## config.mk

```make
export PLATFORM = sky130hd
export DESIGN_NAME = ddr_rd_capture
export DESIGN_NICKNAME = d
export VERILOG_FILES = /design/src/rtl/ddr_rd_pkg.sv /design/src/rtl/ddr_rd_timer.sv /design/src/rtl/ddr_rd_strobe_mon.sv /design/src/rtl/ddr_rd_packer.sv /design/src/rtl/ddr_rd_capture.sv
export SDC_FILE = /design/constraint.sdc
export NUM_CORES = 1
export LEC_CHECK = 0
export BUFFER_PORTS_ARGS = -buffer_cell sky130_fd_sc_hd__buf_4
export CAP_MARGIN = 20
export CORE_MARGIN = 3
export CORE_UTILIZATION = 48
export CTS_CLUSTER_DIAMETER = 80
export DETAILED_ROUTE_END_ITERATION = 12
export PLACE_DENSITY = 0.81
export SYNTH_ARGS = -nofsm -noshare
export SYNTH_HDL_FRONTEND = slang
export SYNTH_HIERARCHICAL = 1
export SYNTH_SLANG_ARGS = --single-unit
```

## constraint.sdc

```tcl
create_clock -name clk -period 2 [get_ports clk]
set_input_delay 0.1 -clock clk [delete_from_list [all_inputs] [get_ports clk]]
set_output_delay 0.1 -clock clk [all_outputs]
set_load 0.01 [all_outputs]
```

## src/rtl/ddr_rd_pkg.sv

```systemverilog
// Package: shared types and helpers for the DDR read burst capture.
// Assumes one command period equals two clock cycles.
package ddr_rd_pkg;

    localparam int BEATS_MAX = 8;

    typedef enum logic [1:0] {
        CMD_NOP  = 2'b00,
        CMD_READ = 2'b01
    } cmd_e;

    typedef enum logic [2:0] {
        PH_IDLE,
        PH_CMD,
        PH_LAT,
        PH_PRE,
        PH_DATA,
        PH_POST
    } phase_e;

    // Map the length select code to a beat count.
    function automatic int unsigned beats_of(input logic [1:0] sel);
        case (sel)
            2'b00:   return 2;
            2'b01:   return 4;
            default: return 8;
        endcase
    endfunction

endpackage

```

## src/rtl/ddr_rd_timer.sv

```systemverilog
// Module: sequencer for one read burst. It walks through command, latency,
// preamble, data and postamble phases and raises the valid or error pulse.
// Assumes the strobe checks arrive as qualified flags from the strobe monitor.
module ddr_rd_timer
    import ddr_rd_pkg::*;
#(
    parameter int CLW = 3
) (
    input  logic                clk,
    input  logic                rst_n,
    input  logic                req_i,
    input  logic [CLW-1:0]      cl_i,
    input  logic [1:0]          bl_sel_i,
    input  logic                low_ok_i,
    input  logic                beat_ok_i,
    output phase_e              phase_o,
    output logic [2:0]          beat_idx_o,
    output logic [2:0]          beat_last_o,
    output logic                start_o,
    output logic                ready_o,
    output logic                valid_o,
    output logic                err_o
);

    localparam int CNTW = (CLW + 1 > 3) ? CLW + 1 : 3;

    phase_e            phase_q;
    logic [CNTW-1:0]   cnt_q;
    logic [CNTW-1:0]   lat_len_q;
    logic [2:0]        beat_last_q;
    logic [CLW-1:0]    cl_eff;
    logic [CNTW-1:0]   lat_len_d;

    // Clamp the latency to its minimum and derive the wait length.
    always_comb begin
        cl_eff    = (cl_i < CLW'(2)) ? CLW'(2) : cl_i;
        lat_len_d = CNTW'({cl_eff, 1'b0}) - CNTW'(4);
    end

    // Accept a request only while idle.
    always_comb begin
        start_o = (phase_q == PH_IDLE) && req_i;
        ready_o = (phase_q == PH_IDLE);
    end

    // Phase sequencing, counters and the result pulses.
    always_ff @(posedge clk) begin
        if (!rst_n) begin
            phase_q     <= PH_IDLE;
            cnt_q       <= '0;
            lat_len_q   <= '0;
            beat_last_q <= '0;
            valid_o     <= 1'b0;
            err_o       <= 1'b0;
        end else begin
            valid_o <= 1'b0;
            err_o   <= 1'b0;
            case (phase_q)
                PH_IDLE: begin
                    if (req_i) begin
                        phase_q     <= PH_CMD;
                        cnt_q       <= '0;
                        lat_len_q   <= lat_len_d;
                        beat_last_q <= 3'(beats_of(bl_sel_i) - 1);
                    end
                end
                PH_CMD: begin
                    if (cnt_q == CNTW'(1)) begin
                        cnt_q   <= '0;
                        phase_q <= (lat_len_q == '0) ? PH_PRE : PH_LAT;
                    end else begin
                        cnt_q <= cnt_q + CNTW'(1);
                    end
                end
                PH_LAT: begin
                    if (cnt_q == lat_len_q - CNTW'(1)) begin
                        cnt_q   <= '0;
                        phase_q <= PH_PRE;
                    end else begin
                        cnt_q <= cnt_q + CNTW'(1);
                    end
                end
                PH_PRE: begin
                    if (!low_ok_i) begin
                        err_o   <= 1'b1;
                        phase_q <= PH_IDLE;
                    end else if (cnt_q == CNTW'(1)) begin
                        cnt_q   <= '0;
                        phase_q <= PH_DATA;
                    end else begin
                        cnt_q <= cnt_q + CNTW'(1);
                    end
                end
                PH_DATA: begin
                    if (!beat_ok_i) begin
                        err_o   <= 1'b1;
                        phase_q <= PH_IDLE;
                    end else if (cnt_q == CNTW'(beat_last_q)) begin
                        cnt_q   <= '0;
                        phase_q <= PH_POST;
                    end else begin
                        cnt_q <= cnt_q + CNTW'(1);
                    end
                end
                PH_POST: begin
                    if (!low_ok_i) begin
                        err_o   <= 1'b1;
                        phase_q <= PH_IDLE;
                    end else if (cnt_q == CNTW'(1)) begin
                        valid_o <= 1'b1;
                        phase_q <= PH_IDLE;
                    end else begin
                        cnt_q <= cnt_q + CNTW'(1);
                    end
                end
                default: phase_q <= PH_IDLE;
            endcase
        end
    end

    assign phase_o     = phase_q;
    assign beat_idx_o  = cnt_q[2:0];
    assign beat_last_o = beat_last_q;

    // the valid pulse lasts a single cycle.
    p_valid_pulse_r9: assert property (@(posedge clk) disable iff (!rst_n)
        valid_o |=> !valid_o);

    // valid and error are mutually exclusive.
    p_valid_err_excl_r9: assert property (@(posedge clk) disable iff (!rst_n)
        !(valid_o && err_o));

    // an accepted request makes the block busy on the next cycle.
    p_accept_busy_r3: assert property (@(posedge clk) disable iff (!rst_n)
        (ready_o && req_i) |=> (!ready_o && phase_q == PH_CMD));

    // the command phase lasts exactly two cycles.
    p_cmd_two_r2: assert property (@(posedge clk) disable iff (!rst_n)
        (phase_q == PH_CMD && $past(phase_q == PH_CMD)) |=> (phase_q != PH_CMD));

    // a bad preamble sample ends the burst with an error.
    p_pre_abort_r5: assert property (@(posedge clk) disable iff (!rst_n)
        (phase_q == PH_PRE && !low_ok_i) |=> (err_o && ready_o));

endmodule

```

## src/rtl/ddr_rd_strobe_mon.sv

```systemverilog
// Module: strobe monitor. It keeps the previous strobe sample and reports
// whether the strobe is driven low (preamble/postamble) or has toggled (beat).
// Assumes one sample per clock cycle.
module ddr_rd_strobe_mon (
    input  logic clk,
    input  logic rst_n,
    input  logic dqs_i,
    input  logic dqs_oe_i,
    output logic low_ok_o,
    output logic beat_ok_o
);

    logic dqs_prev_q;

    // Remember the last strobe level for transition detection.
    always_ff @(posedge clk) begin
        if (!rst_n) dqs_prev_q <= 1'b0;
        else        dqs_prev_q <= dqs_i;
    end

    // Qualify the current sample against the previous one.
    always_comb begin
        low_ok_o  = dqs_oe_i && !dqs_i;
        beat_ok_o = dqs_oe_i && (dqs_i != dqs_prev_q);
    end

endmodule

```

## src/rtl/ddr_rd_packer.sv

```systemverilog
// Module: burst packer. It places each captured word in its slot and clears
// all slots at the start of a new burst. Assumes the slot index is in range.
module ddr_rd_packer #(
    parameter int DW    = 16,
    parameter int SLOTS = 8
) (
    input  logic                  clk,
    input  logic                  rst_n,
    input  logic                  clear_i,
    input  logic                  wr_i,
    input  logic [2:0]            idx_i,
    input  logic [2:0]            last_i,
    input  logic [DW-1:0]         dq_i,
    output logic [SLOTS*DW-1:0]   burst_o
);

    for (genvar g = 0; g < SLOTS; g++) begin : g_slot
        // Load slot g on its beat, clear it when a burst starts.
        always_ff @(posedge clk) begin
            if (!rst_n || clear_i)               burst_o[g*DW +: DW] <= '0;
            else if (wr_i && idx_i == 3'(g))     burst_o[g*DW +: DW] <= dq_i;
        end
    end

    // a write never targets a slot beyond the selected burst length.
    p_slot_range_r7: assert property (@(posedge clk) disable iff (!rst_n)
        wr_i |-> (idx_i <= last_i));

endmodule

```

## src/rtl/ddr_rd_capture.sv

```systemverilog
// Module: top of the DDR read burst capture. It issues the READ, then joins
// the sequencer, strobe monitor and packer. Assumes a clock at twice the
// command rate and strobe/data already sampled on that clock.
module ddr_rd_capture
    import ddr_rd_pkg::*;
#(
    parameter int DW  = 16,
    parameter int AW  = 13,
    parameter int CLW = 3
) (
    input  logic                    clk,
    input  logic                    rst_n,
    input  logic                    rd_req_i,
    input  logic [AW-1:0]           rd_addr_i,
    input  logic [CLW-1:0]          cl_i,
    input  logic [1:0]              bl_sel_i,
    output logic                    rd_ready_o,
    output logic [1:0]              cmd_o,
    output logic [AW-1:0]           cmd_addr_o,
    input  logic                    dqs_i,
    input  logic                    dqs_oe_i,
    input  logic [DW-1:0]           dq_i,
    output logic [BEATS_MAX*DW-1:0] burst_o,
    output logic                    burst_valid_o,
    output logic                    burst_err_o
);

    phase_e         phase;
    logic [2:0]     beat_idx;
    logic [2:0]     beat_last;
    logic           start;
    logic           low_ok;
    logic           beat_ok;
    logic [AW-1:0]  addr_q;

    ddr_rd_timer #(.CLW(CLW)) i_timer (
        .clk        (clk),
        .rst_n      (rst_n),
        .req_i      (rd_req_i),
        .cl_i       (cl_i),
        .bl_sel_i   (bl_sel_i),
        .low_ok_i   (low_ok),
        .beat_ok_i  (beat_ok),
        .phase_o    (phase),
        .beat_idx_o (beat_idx),
        .beat_last_o(beat_last),
        .start_o    (start),
        .ready_o    (rd_ready_o),
        .valid_o    (burst_valid_o),
        .err_o      (burst_err_o)
    );

    ddr_rd_strobe_mon i_strobe (
        .clk      (clk),
        .rst_n    (rst_n),
        .dqs_i    (dqs_i),
        .dqs_oe_i (dqs_oe_i),
        .low_ok_o (low_ok),
        .beat_ok_o(beat_ok)
    );

    ddr_rd_packer #(.DW(DW), .SLOTS(BEATS_MAX)) i_packer (
        .clk    (clk),
        .rst_n  (rst_n),
        .clear_i(start),
        .wr_i   (phase == PH_DATA && beat_ok),
        .idx_i  (beat_idx),
        .last_i (beat_last),
        .dq_i   (dq_i),
        .burst_o(burst_o)
    );

    // Hold the request address for the command period.
    always_ff @(posedge clk) begin
        if (!rst_n)     addr_q <= '0;
        else if (start) addr_q <= rd_addr_i;
    end

    // Drive READ during the command phase, NOP with a zero address otherwise.
    always_comb begin
        cmd_o      = (phase == PH_CMD) ? CMD_READ : CMD_NOP;
        cmd_addr_o = (phase == PH_CMD) ? addr_q : '0;
    end

    // the command bus leaves READ only after two cycles of it.
    p_read_start_r2: assert property (@(posedge clk) disable iff (!rst_n)
        (cmd_o == CMD_READ && $past(cmd_o) == CMD_NOP) |=> (cmd_o == CMD_READ));

    // no READ is issued while the block is idle.
    p_read_busy_r3: assert property (@(posedge clk) disable iff (!rst_n)
        rd_ready_o |-> (cmd_o == CMD_NOP));

endmodule

```

# Word level (Yosys, flattened, before mapping)
# Cells that the tools add are included.
[word_totals] register_bits=158 word_cells=104
[classes] addsub=4 order_cmp=1 n_eq_ne=27 mux=31 n_reduce_logical=25
[ops] operator="2-to-1 mux 3 bit" count=13
[ops] operator="2-to-1 mux 4 bit" count=8
[ops] operator="one-hot mux 4 bit (6 select lines)" count=1
[ops] operator="equality test 3 bit (second input constant)" count=6
[ops] operator="one-hot mux 3 bit (6 select lines)" count=1
[ops] operator="2-to-1 mux 13 bit" count=1
[ops] operator="equality test 3 x 2 -> 1 bit (second input constant)" count=4
[ops] operator="logical AND 1 bit" count=12
[ops] operator="AND reduction 6 bit" count=2
[ops] operator="inequality test 2 x 1 -> 1 bit (second input constant)" count=4
[ops] operator="equality test 3 x 1 -> 1 bit (second input constant)" count=2
[ops] operator="logical NOT 3 bit" count=2
[ops] operator="inequality test 2 bit (second input constant)" count=3
[ops] operator="inequality test 3 bit (second input constant)" count=2
[ops] operator="one-hot mux 3 bit (2 select lines)" count=1
[ops] operator="nonzero test 6 bit" count=1
[ops] operator="2-to-1 mux 1 bit" count=5
[ops] operator="adder 4 x 1 -> 4 bit (second input constant)" count=1
[ops] operator="equality test 4 x 1 -> 1 bit (second input constant)" count=1
[ops] operator="equality test 4 x 3 -> 1 bit" count=1
[ops] operator="equality test 4 bit" count=1
[ops] operator="logical NOT 4 bit" count=1
[ops] operator="subtractor 4 x 1 -> 4 bit (second input constant)" count=1
[ops] operator="subtractor 4 x 3 -> 4 bit (second input constant)" count=1
[ops] operator="12 further kinds" count=13

# Depth between registers and ports, before layout
# Gate-level depths: netlist of the first run.
[logic_depth] word_depth=6 ltp_mapped=9

# Hierarchy
# The synthesis of the first run kept the hierarchy.
[by_module_without_submodules] module="ddr_rd_packer" instances=1 cells_per_inst=460 area_each_um2=5267.6 seq_area_each_um2=2562.5
[by_module_without_submodules] module="ddr_rd_timer" instances=1 cells_per_inst=124 area_each_um2=1022.2 seq_area_each_um2=300.3
[by_module_without_submodules] module="ddr_rd_capture" instances=1 cells_per_inst=61 area_each_um2=634.4 seq_area_each_um2=260.2
[by_module_without_submodules] module="ddr_rd_strobe_mon" instances=1 cells_per_inst=5 area_each_um2=51.3 seq_area_each_um2=20.0

# Worst setup path after synthesis of the first run
# OpenSTA, ideal clock, no wires.
[synth_path] path_kind="register to register" startpoint="register i_timer.phase_q[2] (netlist: i_timer/phase_o[2])" endpoint="register i_packer.burst_o[33]" setup_time_ns=0.128 arrival_ns=1.800 required_ns=1.872 path_slack_ns=0.072 path_stages_with_launch=9 path_buffers=3 period_less_slack_ns=1.928 cell_sequence="dfxtp_1 buf_2 nor3_2 nand2_1 inv_2 clkbuf_1 clkbuf_1 nand3b_1 mux2i_1"
[synth_via] elab_chain_cells=3 word_cells_on_any_way=6
[synth_rtl] item="start, declared" line="ddr_rd_timer.sv:27" rtl="phase_e phase_q;"
[synth_rtl] item="start signal, assigned" line="ddr_rd_timer.sv:70" rtl="phase_q <= (lat_len_q == '0) ? PH_PRE : PH_LAT;"
[synth_rtl] item="logical NOT 3 bit"
[synth_rtl] item="named net rd_ready_o" line="ddr_rd_capture.sv:17" rtl="output logic rd_ready_o,"
[synth_rtl] item="logical AND 1 bit" line="ddr_rd_timer.sv:42" rtl="start_o = (phase_q == PH_IDLE) && req_i;"
[synth_rtl] item="named net start" line="ddr_rd_capture.sv:31" rtl="logic start;"
[synth_rtl] item="logical OR 1 bit" line="ddr_rd_packer.sv:20" rtl="if (!rst_n || clear_i) burst_o[g*DW +: DW] <= '0;"
[synth_rtl] item="end signal, assigned by index" line="ddr_rd_packer.sv:21" rtl="else if (wr_i && idx_i == 3'(g)) burst_o[g*DW +: DW] <= dq_i;"
[synth_rtl] item="end, declared" line="ddr_rd_packer.sv:14" rtl="output logic [SLOTS*DW-1:0] burst_o"
# The timed path passes the listed nets, and every way through them passes these cells.
# A chain may end at the register's enable or synchronous reset.

# Final worst setup path of the first run
[layout_path] startpoint="register i_timer.lat_len_q[1]" endpoint="register i_timer.phase_q[2] (netlist: i_timer/phase_o[2])"
[layout_via] elab_chain_cells=4
[layout_rtl] item="start, declared" line="ddr_rd_timer.sv:29" rtl="logic [CNTW-1:0] lat_len_q;"
[layout_rtl] item="start signal, assigned" line="ddr_rd_timer.sv:63" rtl="lat_len_q <= lat_len_d;"
[layout_rtl] item="subtractor 4 x 1 -> 4 bit" line="ddr_rd_timer.sv:76" rtl="if (cnt_q == lat_len_q - CNTW'(1)) begin"
[layout_rtl] item="equality test 4 bit" line="ddr_rd_timer.sv:76"
[layout_rtl] item="inequality test 2 x 1 -> 1 bit (no source line)"
[layout_rtl] item="AND reduction 6 bit (no source line)"
# Every way passes these cells.

==> impl_results.md, run 1 <==
- Status: finished, final reports clean
- Drt pass-1 iters: 5
- Multi-input gate area: 3460 µm²
- Seq cells post-synth: ~160
- Synthesized cell area: 6980 µm²
- Relative slew margins: between 60% and 70%
- DP Cell Count: 981
- Max Freq: about 530 MHz
- Most frequent CP cell: ha_1
- CTS Buf Count: 17
- Die Area: 16000 µm²
- Core area: 14000 µm²
- Rows: 43
- Synth unique cells: 59
- GR Overflow Total: 0
- Worst-Margin Slew: 532 ps
- First-pass GRT wire length: about 32000 µm
- CP peak stage delay: ~340 ps
- CP required: 2310 ps
- Port bufs: 183
- Sequential share of the synthesized area: 45.1%
- CP Class: flip-flop to flip-flop
- Final setup viols: 0
- Initial antenna violation count: 0
- Worst min-delay path startpoint: dq_i[2]
- Per-cell routed wire length: 19.5 µm
- Clk slew on worst S/H paths: approximately 60 ps
- Synth area leader: dfxtp_1
- Clk buf depth: 2
- CTS HTree Levels: 4
- Total track usage: between 20% and 30%
- Nets: around 900
- Reg2reg start: i_timer/lat_len_q[1]
- Peak supply drop: 0.000532 V
- Worst Setup Start Kind: flip-flop
- Die Ht: 127 µm
- Top cells by area, synth: dfxtp_1 45%, mux2i_1 20%, nand3b_1 16%
- Largest net degree at the start of global routing: 66
- Area overhead of the layout relative to synthesis: 35.9%
- Pwr Total: 7.29 mW
- DRC viols: 0
- Slowest cell on the critical path: dfxtp_2
- Avg Cell Area, Syn: between 10 and 15 µm²
- Worst Hold Class: input pin to flip-flop
- Setup crit end kind: flip-flop
- Synth top area share: 45.1%
- Part of the cycle the worst path needs: between 90 and 100%
- Number of synthesized flops with an enable pin: 0
- CP Launch Point: i_timer/lat_len_q[1]
- Global placement routability congestion: 0.838
- Setup WS pre-CTS: about 5.5 ps
- Final WL: 20500 µm
- Async S/R FF share, synth: 0%
- Ant. Diodes: 0
- Clk_lat worst skew: 420 ps
- Max Cap Violations: 0
- Mapped Cells: 650
- Critical path, cell by cell: inv_1, ha_1, ha_1, xor2_1, a41o_1, o21ai_2, nor3_2, mux2_4
- Max Slew Vio Count: 0
- DR iter-0 viols: 503
- Pwr dens: 769 nW/µm²
- Vias in the first global route: 5802
- Die Width: 127 µm
- I/O Pins: about 190
- Min Clock Period, post-route: about 1900 ps
- Critical path arrival: 2210 ps
- Clock Skews: 9.95 ps
- Root Buffer: clkbuf_16
- Vias post-DR: 5812
- Critical path peak fanout: 3
- Post-Layout Cell Count: ~1000
- Clk sinks: 157
- Via density: 5.55
- Total nets after synthesis: 693
- Setup TNS: 0 ps
- Layout cells sized above 1: between 30 and 40%
- Register Area: 3140 µm²
- Dominant synthesized flop cell: dfxtp_1
- Layout fillers: between 1000 and 1500
- ANT nets after route: 0
- Final WS setup: ~100 ps
- HPWL Detailed: roughly 14000 µm
- Initial core utilization: approximately half
- Leakage: about 4.6 nW
- Yosys warnings: 6
- TritonCTS clock tree: built
- Hold violation total from the final report: 0
==> registers in the layout (all words and copies together) (netlist names) <==
signal / flops
i_timer/lat_len_q: 3
i_timer/beat_last_o: 3
i_timer/phase_o: 3
i_packer/burst_o: 128
addr_q: 13
i_timer/cnt_q: 4
i_timer/err_o: 1
i_strobe/dqs_prev_q: 1
i_timer/valid_o: 1
==> cells in the mapped netlist, drive strengths merged, types with 2 or more instances <==
| cell type | instances |
|---|---|
| nand4b | 3 |
| mux2i | 142 |
| inv | 9 |
| nand2 | 11 |
| nand3 | 4 |
| and4bb | 2 |
| and2 | 15 |
| xor2 | 7 |
| or3b | 2 |
| and2b | 3 |
| nor3b | 2 |
| nor2b | 15 |
| nor4 | 3 |
| buf | 35 |
| nand3b | 146 |
| nor2 | 11 |
| nand4bb | 3 |
| o22ai | 2 |
| nand4 | 5 |
| nor3 | 6 |
| ha | 4 |
| dfxtp | 157 |
| nand2b | 2 |
| a21oi | 12 |
| o211ai | 2 |
| clkbuf | 29 |
==> through the flow <==
stage	area, µm²	utilization, %	hold WS [ps]
after global routing	9480	67.5	140
after global placement	8520	60.7	344
after floorplan	6980	-	228
final	9480	67.5	133
after detailed placement	8520	60.7	346
after CTS	9380	66.8	90.2
==> timing repair <==
item                                    4_1_cts  5_1_grt
endpoints found under the setup margin       10       97
gates resized for setup                       0        3
endpoints found under the hold margin        19        0
hold buffers                                 19        0
pin swaps                                     0        2
setup buffers                                 5       11
==> worst paths after layout <==
path	to	slack, ps	cells after the start
worst max register to register	i_timer/phase_o[2]	100	8
worst min-delay path	i_packer/burst_o[2]	130	4
worst min register to register	i_timer/lat_len_q[3]	460	2
worst max-delay path	i_timer/phase_o[2]	100	8
==> layout make-up <==
class,instances,area share [%]
Clock buffer,22,5.00
Clock inverter,10,1.61
Timing Repair Buffer,250,21.0
Inverter,9,0.383
Tap cell,180,2.38
Sequential cell,157,33.2
Multi-Input combinational cell,420,36.5
==> power by group <==
| group | internal, mW | switching (mW) |
|---|---|---|
| Sequential | 3.16 | 0.0172 |
| Clock | 2.09 | 1.31 |
| Combinational | 0.346 | 0.369 |
==> layer usage <==
layer | part of all wire (%) | wire length [µm] | up-vias | global-route usage (%)
li1 | - | - | 2708 | -
met1 | 43 | 8870 | 2818 | 32.6
met2 | 47 | 9630 | 246 | 40.0
met3 | 7.0 | 1440 | 40 | 5.77
met4 | 2.6 | 537 | 0 | 10.2
met5 | 0 | 0 | - | 0
==> kinds of logic (layout without fill, tap and decap cells) <==
family | count (synthesis) | after routing | share of synthesized area, %
and+or+nand+nor | 236 | 236 | 24.2
DFF | 157 | 157 | 45.1
muxes | 143 | 143 | 20.6
buffers and inverters | 73 | 291 | 5.40
AOI/OAI and AO/OA | 28 | 28 | 2.94
xor gates and xnor gates | 7 | 7 | 0.879
adders and majority gates | 5 | 5 | 0.861
other | 1 | 1 | 0.0538
==> cells in the final DEF, fill, tap and decap left out, types with 5 or more instances in the layout <==
cell	n
nor2b_1	14
dfxtp_1	156
clkbuf_16	17
and2_2	5
nand3b_1	146
inv_1	7
nor2_1	11
mux2i_1	142
buf_12	5
dlygate4sd3_1	19
buf_4	226
a21oi_1	12
and2_1	10
nand2_1	10
nand4_1	5
xor2_1	7
==> critical path: cells and delay by family, from the launching register on <==
kind,cells,cell delay (ps)
compound gates,2,320
xor+xnor,1,160
fa+ha+maj,2,480
buf+inv,1,50
flops,1,340
mux,1,310
simple gates,1,140
(Power assumes the default switching activity.)
==> run 2: changes to the inputs <==
- REMOVE_ABC_BUFFERS: default -> 1
==> impl_results.md, run 2 (synthesized netlist as in run 1, its figures left out) <==
- Status: finished, final reports clean
- CTS HTree Levels: 4 (unchanged)
- Worst Hold Class: input pin to flip-flop
- Peak supply drop: 0.000597 V (+12%)
- RR Endpoint: i_packer/burst_o[14]
- Most frequent cells in the layout: 218 x buf_4, 154 x dfxtp_1, 146 x nand3b_1
- Setup TNS: 0 ps (unchanged)
- GR peak layer: met2
- Ant. Diodes: 0 (unchanged)
- Max reg flops: 128 (unchanged)
- Global placement routability congestion: 0.918 (+9.6%)
- Max Freq: 533 MHz (+1.3%)
- Core area: 14000 µm² (unchanged)
- Port bufs: 183 (unchanged)
- ANT nets after route: 0 (unchanged)
- I/O Pins: 185 (unchanged)
- TritonCTS clock tree: built
- HPWL Detailed: 12600 µm (-7.0%)
- Area overhead of the layout relative to synthesis: 33.9%
- Pwr Total: 6.85 mW (-6.1%)
- Die Ht: 127 µm (unchanged)
- CP Class: flip-flop to flip-flop
- Nets: 889 (-1.0%)
- CTS Buf Count: 17 (unchanged)
- DR iter-0 viols: 342 (-32%)
- Critical path peak fanout: 5 (+2)
- WHS Path Cells: 3 (-1)
- R2r setup slk: 120 ps (+20 ps)
- Pwr dens: 734 nW/µm² (-4.7%)
- Leakage: 4.53 nW (-1.6%)
- Met2 Use GR: 37.9% (-2.1 points)
- Total track usage: 23.3% (-1.7 points)
- Layout fillers: 1072 (+3.8%)
- Max Cap Violations: 0 (unchanged)
- Die Width: 127 µm (unchanged)
- Reg2reg start: i_strobe/dqs_prev_q
- Vias in the first global route: 5856 (+0.93%)
- Per-cell routed wire length: 18.3 µm (-6.2%)
- Rows: 43 (unchanged)
- Part of the cycle the worst path needs: 93.8% (-1.2 points)
- Worst Setup Start Kind: flip-flop
- Die Area: 16000 µm² (unchanged)
- Final core occ: 66.5% (-1.0 points)
- CP required: 2290 ps (-20 ps)
- Clk sinks: 157 (unchanged)
- Regs by FF count: i_packer/burst_o (128), addr_q (13), i_timer/cnt_q (4)
- Layout cells sized above 1: 32.2% (-0.51 points)
- Clk buf depth: 2 (unchanged)
- Initial antenna violation count: 0 (unchanged)
- Min Clock Period, post-route: 1880 ps (-23.6 ps)
- Grt met1 use: 28.3% (-4.3 points)
- Hold endpoint: i_timer/lat_len_q[1]
- GR Overflow Total: 0 (unchanged)
- First-pass GRT wire length: 30200 µm (-4.9%)
- Vias post-DR: 5711 (-1.7%)
- Met3 GRT Util: 8.42% (+2.7 points)
- DRC viols: 0 (unchanged)
- Hold violation total from the final report: 0 (unchanged)
- Worst-case reg-to-reg path depth: 7 (-1)
- Register with the most flip-flops: i_packer/burst_o
- Final WL: 19000 µm (-7.2%)
- Initial core utilization: 49.7% (unchanged)
- Critical path arrival: 2170 ps (-40 ps)
- Most common cell after layout, fill and taps aside: buf_4
- Setup crit end kind: flip-flop
- Clock Skews: 6.50 ps (-3.45 ps)
- Clk_lat worst skew: 420 ps (about the same)
- Final setup viols: 0 (unchanged)
- RSZ-0062 raised after global routing: false
- Largest net degree at the start of global routing: 65 (-1.5%)
- Worst min-delay path startpoint: cl_i[0]
- Drt pass-1 iters: 4 (-1)
- Max Slew Vio Count: 0 (unchanged)
- Via density: 5.51 (-0.70%)
- Clk slew on worst S/H paths: 60 ps (about the same)
- Root Buffer: clkbuf_16
[run 2: cell count changes in the layout (fill, tap and decap cells not counted), sizes merged]
cell	delta
inv	-5
buf	-8
clkbuf	+2
bufinv	-2
dlygate4sd3	-1
clkinv	+3
[run 2: cell type report]
type | instances | area (µm²) | area share, %
Clock buffer | 24 | 492 | 5.26
Clock inverter | 6 | 61.3 | 0.656
Inverter | 9 | 35.0 | 0.375
Multi-Input combinational cell | 420 | 3470 | 37.2
Sequential cell | 157 | 3150 | 33.7
Tap cell | 180 | 225 | 2.41
Timing Repair Buffer | 241 | 1910 | 20.4
[run 2: power breakdown]
group | internal (mW) | leakage, nW | switching (mW)
Sequential | 3.16 | 1.27 | 0.0239
Clock | 1.82 | 0.272 | 1.20
Combinational | 0.318 | 2.99 | 0.321
[run 2: worst max-delay path by stage]
stage                        start  slack [ps]                    end
5_1_grt           i_timer/cnt_q[0]           6       i_timer/cnt_q[3]
2_1_floorplan   i_timer/phase_o[2]        -530  i_packer/burst_o[100]
3_5_place_dp   i_strobe/dqs_prev_q          20   i_packer/burst_o[10]
6_report       i_strobe/dqs_prev_q         120   i_packer/burst_o[14]
3_3_place_gp   i_strobe/dqs_prev_q          50    i_packer/burst_o[8]
4_1_cts        i_strobe/dqs_prev_q           7   i_packer/burst_o[19]
[run 2: critical path, stage by stage, from the launching register on]
cell and delay (ps):
dfxtp_1 320, xor2_1 130, and2_1 210, nand2_1 110, nor3_4 160, or4b_4 510, buf_4 190, mux2i_1 120
[run 2: per-layer routing]
metal	up-vias	wire, µm
met5	-	0
met4	0	450
met3	39	1520
met2	192	8890
met1	2778	8150
li1	2702	-
[run 2: metrics by stage]
step                      hold WS [ps]  std cells  cell area [µm²]  setup WS [ps]
after global routing              22.7       1037             9340           5.53
final                             14.6       1037             9340            124
after detailed placement           347        985             8550           18.3
after global placement             351        985             8550           45.2
after floorplan                    228        586             6630           -526
after CTS                         9.23       1035             9310           6.90
[run 2: repair_timing]
action	in CTS	in global routing
resized for setup	0	6
hold buffers	18	0
pin swaps	0	2
endpoints found under the setup margin	16	119
buffers inserted	2	2
endpoints found under the hold margin	18	0
==> run 3: changes to the inputs <==
- CORE_UTILIZATION: 48 -> 50
- PLACE_DENSITY: 0.81 -> 0.8
- clock period: 2 -> 2.4 ns (I/O delays scaled with it)
==> impl_results.md, run 3 (synthesized netlist as in run 1, its figures left out) <==
- Status: finished, final reports clean
- Part of the cycle the worst path needs: 92.7%
- Critical path, cell by cell: dlygate4sd3_1, buf_4, xor2_1, and2_1, nand2_1, nor3_1, buf_4, or4b_4, mux2i_1
- GR Overflow Total: 0 (unchanged)
- Die Ht: 124 µm (-1.9%)
- Clk buf depth: 2 (unchanged)
- Register share of total power: 45.3% (-1.2 points)
- Max Cap Violations: 0 (unchanged)
- Regs by FF count: i_packer/burst_o (128), addr_q (13), i_timer/cnt_q (4)
- Most common cell after layout, fill and taps aside: buf_4
- Max Slew Vio Count: 0 (unchanged)
- Critical path peak fanout: 16 (+11)
- Peak supply drop: 0.000433 V (-28%)
- Initial antenna violation count: 0 (unchanged)
- Hold Buf Count CTS: 18 (unchanged)
- Sw Pwr: 1.29 mW (-17%)
- Metal2 WL: 8870 µm (-0.19%)
- Worst-Margin Slew: about 550 ps
- Pwr Total: 5.85 mW (-15%)
- Port bufs: 183 (unchanged)
- Internal power: 4.57 mW (-14%)
- Nets: 879 (-1.1%)
- CP required: 2690 ps (+400 ps)
- Rows: 42 (-2.3%)
- First-pass GRT wire length: 29200 µm (-3.4%)
- Setup TNS: 0 ps (unchanged)
- CTS resizes: 0 (unchanged)
- CP top delay family: simple AND/OR/NAND/NOR gates
- Die Width: 124 µm (-1.9%)
- Most frequent cells in the layout: 209 x buf_4, 157 x dfxtp_1, 146 x nand3b_1
- Worst Setup Start Kind: input pin
- Total track usage: 24.5% (+1.2 points)
- Hold violation total from the final report: 0 (unchanged)
- Register with the most flip-flops: i_packer/burst_o
- Setup bufs post-CTS: 0 (-2)
- Top Layer Used: met4
- RSZ-0062 raised after global routing: false
- Clk_lat worst skew: 430 ps (about the same)
- Ant. Diodes: 0 (unchanged)
- Switching part of the total power: 22.0% (-0.58 points)
- R2r setup slk: 230 ps (+110 ps)
- Global placement routability congestion: 0.804 (-13%)
- Drt pass-1 iters: 6 (+2)
- Per-cell routed wire length: 18.5 µm (+0.74%)
- Final setup viols: 0 (unchanged)
- Min Clock Period, post-route: roughly 2200 ps
- Core area: 13500 µm² (-4.2%)
- Max Freq: 450 MHz
- Via density: 5.48 (-0.42%)
- I/O Pins: 185 (unchanged)
- CP Class: input pin to flip-flop
- Relative slew margins: 63.1%
- Vias post-DR: 5616 (-1.7%)
- CP peak stage delay: 670 ps (+160 ps)
- DR iter-0 viols: 376 (+9.9%)
- Critical path arrival: 2510 ps (+340 ps)
- Largest net degree at the start of global routing: 70 (+7.7%)
- Slowest cell on the critical path: or4b_4
- CTS HTree Levels: 4 (unchanged)
- TritonCTS clock tree: built
- Worst Hold Class: input pin to flip-flop
- Most frequent CP cell: buf_4
- Die Area: 15400 µm² (-3.8%)
- Clock share of power: 45.8% (+1.6 points)
- Worst path buffer plus inverter count: 3 (+2)
- Clk slew on worst S/H paths: 60 ps (about the same)
- Met1 wire length: 8110 µm (-0.44%)
- Met3 wire length: 1670 µm (+10%)
- Setup crit end kind: flip-flop
- Initial core utilization: 51.9% (+2.2 points)
- Worst hold margin: 11.7 ps (-2.89 ps)
- Vias in the first global route: 5619 (-4.0%)
- Pwr dens: 631 nW/µm² (-14%)
- Clock Skews: 11.5 ps (+5.04 ps)
- Layout cells sized above 1: 30.8% (-1.4 points)
- ANT nets after route: 0 (unchanged)
- Gate power share: 8.9% (-0.4 points)
- DRC viols: 0 (unchanged)
- HPWL Detailed: 12700 µm (about the same)
- Placed Area: 8510 µm² (-0.44%)
- Leakage: 4.49 nW (-0.89%)
- Layout fillers: 1032 (-3.7%)
- Clk sinks: 157 (unchanged)
- Root Buffer: clkbuf_16
- Design Area, Final: 9270 µm² (-0.72%)
- CTS Buf Count: 17 (unchanged)
- Final WL: 18900 µm (-0.53%)
- Area overhead of the layout relative to synthesis: 32.9%
- Max reg flops: 128 (unchanged)
run 3: changes by cell type in the layout (fill, tap and decap cells not counted):
cell,previous run,this run
nor3_1,3,4
clkbuf_8,4,2
dfxtp_2,3,0
bufinv_16,1,3
nor3_4,1,0
clkbuf_1,3,5
buf_4,218,209
clkinv_4,1,0
dfxtp_1,154,157
buf_6,1,0
run 3: metrics by stage:
step                std cells  util (%)  worst slack (ps)
CTS                      1024      68.9               248
global route             1024      68.9              85.5
global placement          975      63.2               373
floorplan                 586         -              -126
finish                   1024      68.9               175
detailed placement        975      63.2               296
run 3: worst min-delay path, cell delays in order:
cell and delay (ps):
buf_4 80, mux2i_1 70, nor2b_1 120
run 3: worst paths after layout:
check	start	end	cells after the start
worst max-delay path	dqs_i	i_packer/burst_o[14]	9
worst min-delay path	rd_addr_i[7]	addr_q[7]	3
worst max register to register	i_strobe/dqs_prev_q	i_packer/burst_o[14]	7
worst min register to register	i_timer/lat_len_q[3]	i_timer/lat_len_q[3]	2
run 3: metal layers:
metal	GRT usage [%]	vias up
li1	-	2680
met1	30.0	2725
met2	38.5	192
met3	10.8	19
met4	8.35	0
met5	0	-
run 3: area by class of cell:
class | instances | area, µm² | share of cell area (%)
Multi-Input combinational cell | 420 | 3460 | 37.3
Sequential cell | 157 | 3140 | 33.9
Timing Repair Buffer | 231 | 1830 | 19.7
Clock buffer | 24 | 472 | 5.09
Tap cell | 176 | 220 | 2.37
Clock inverter | 7 | 113 | 1.21
Inverter | 9 | 35.0 | 0.378
run 3: power by group through the flow:
stage / combinational, mW / sequential [mW] / clock, mW
final: 0.521 / 2.65 / 2.68
after global routing: 0.563 / 2.65 / 2.84
after CTS: 0.514 / 2.65 / 2.73
after detailed placement: 0.490 / 2.71 / 0
after global placement: 0.478 / 2.71 / 0
after floorplan: 0.274 / 2.71 / 0
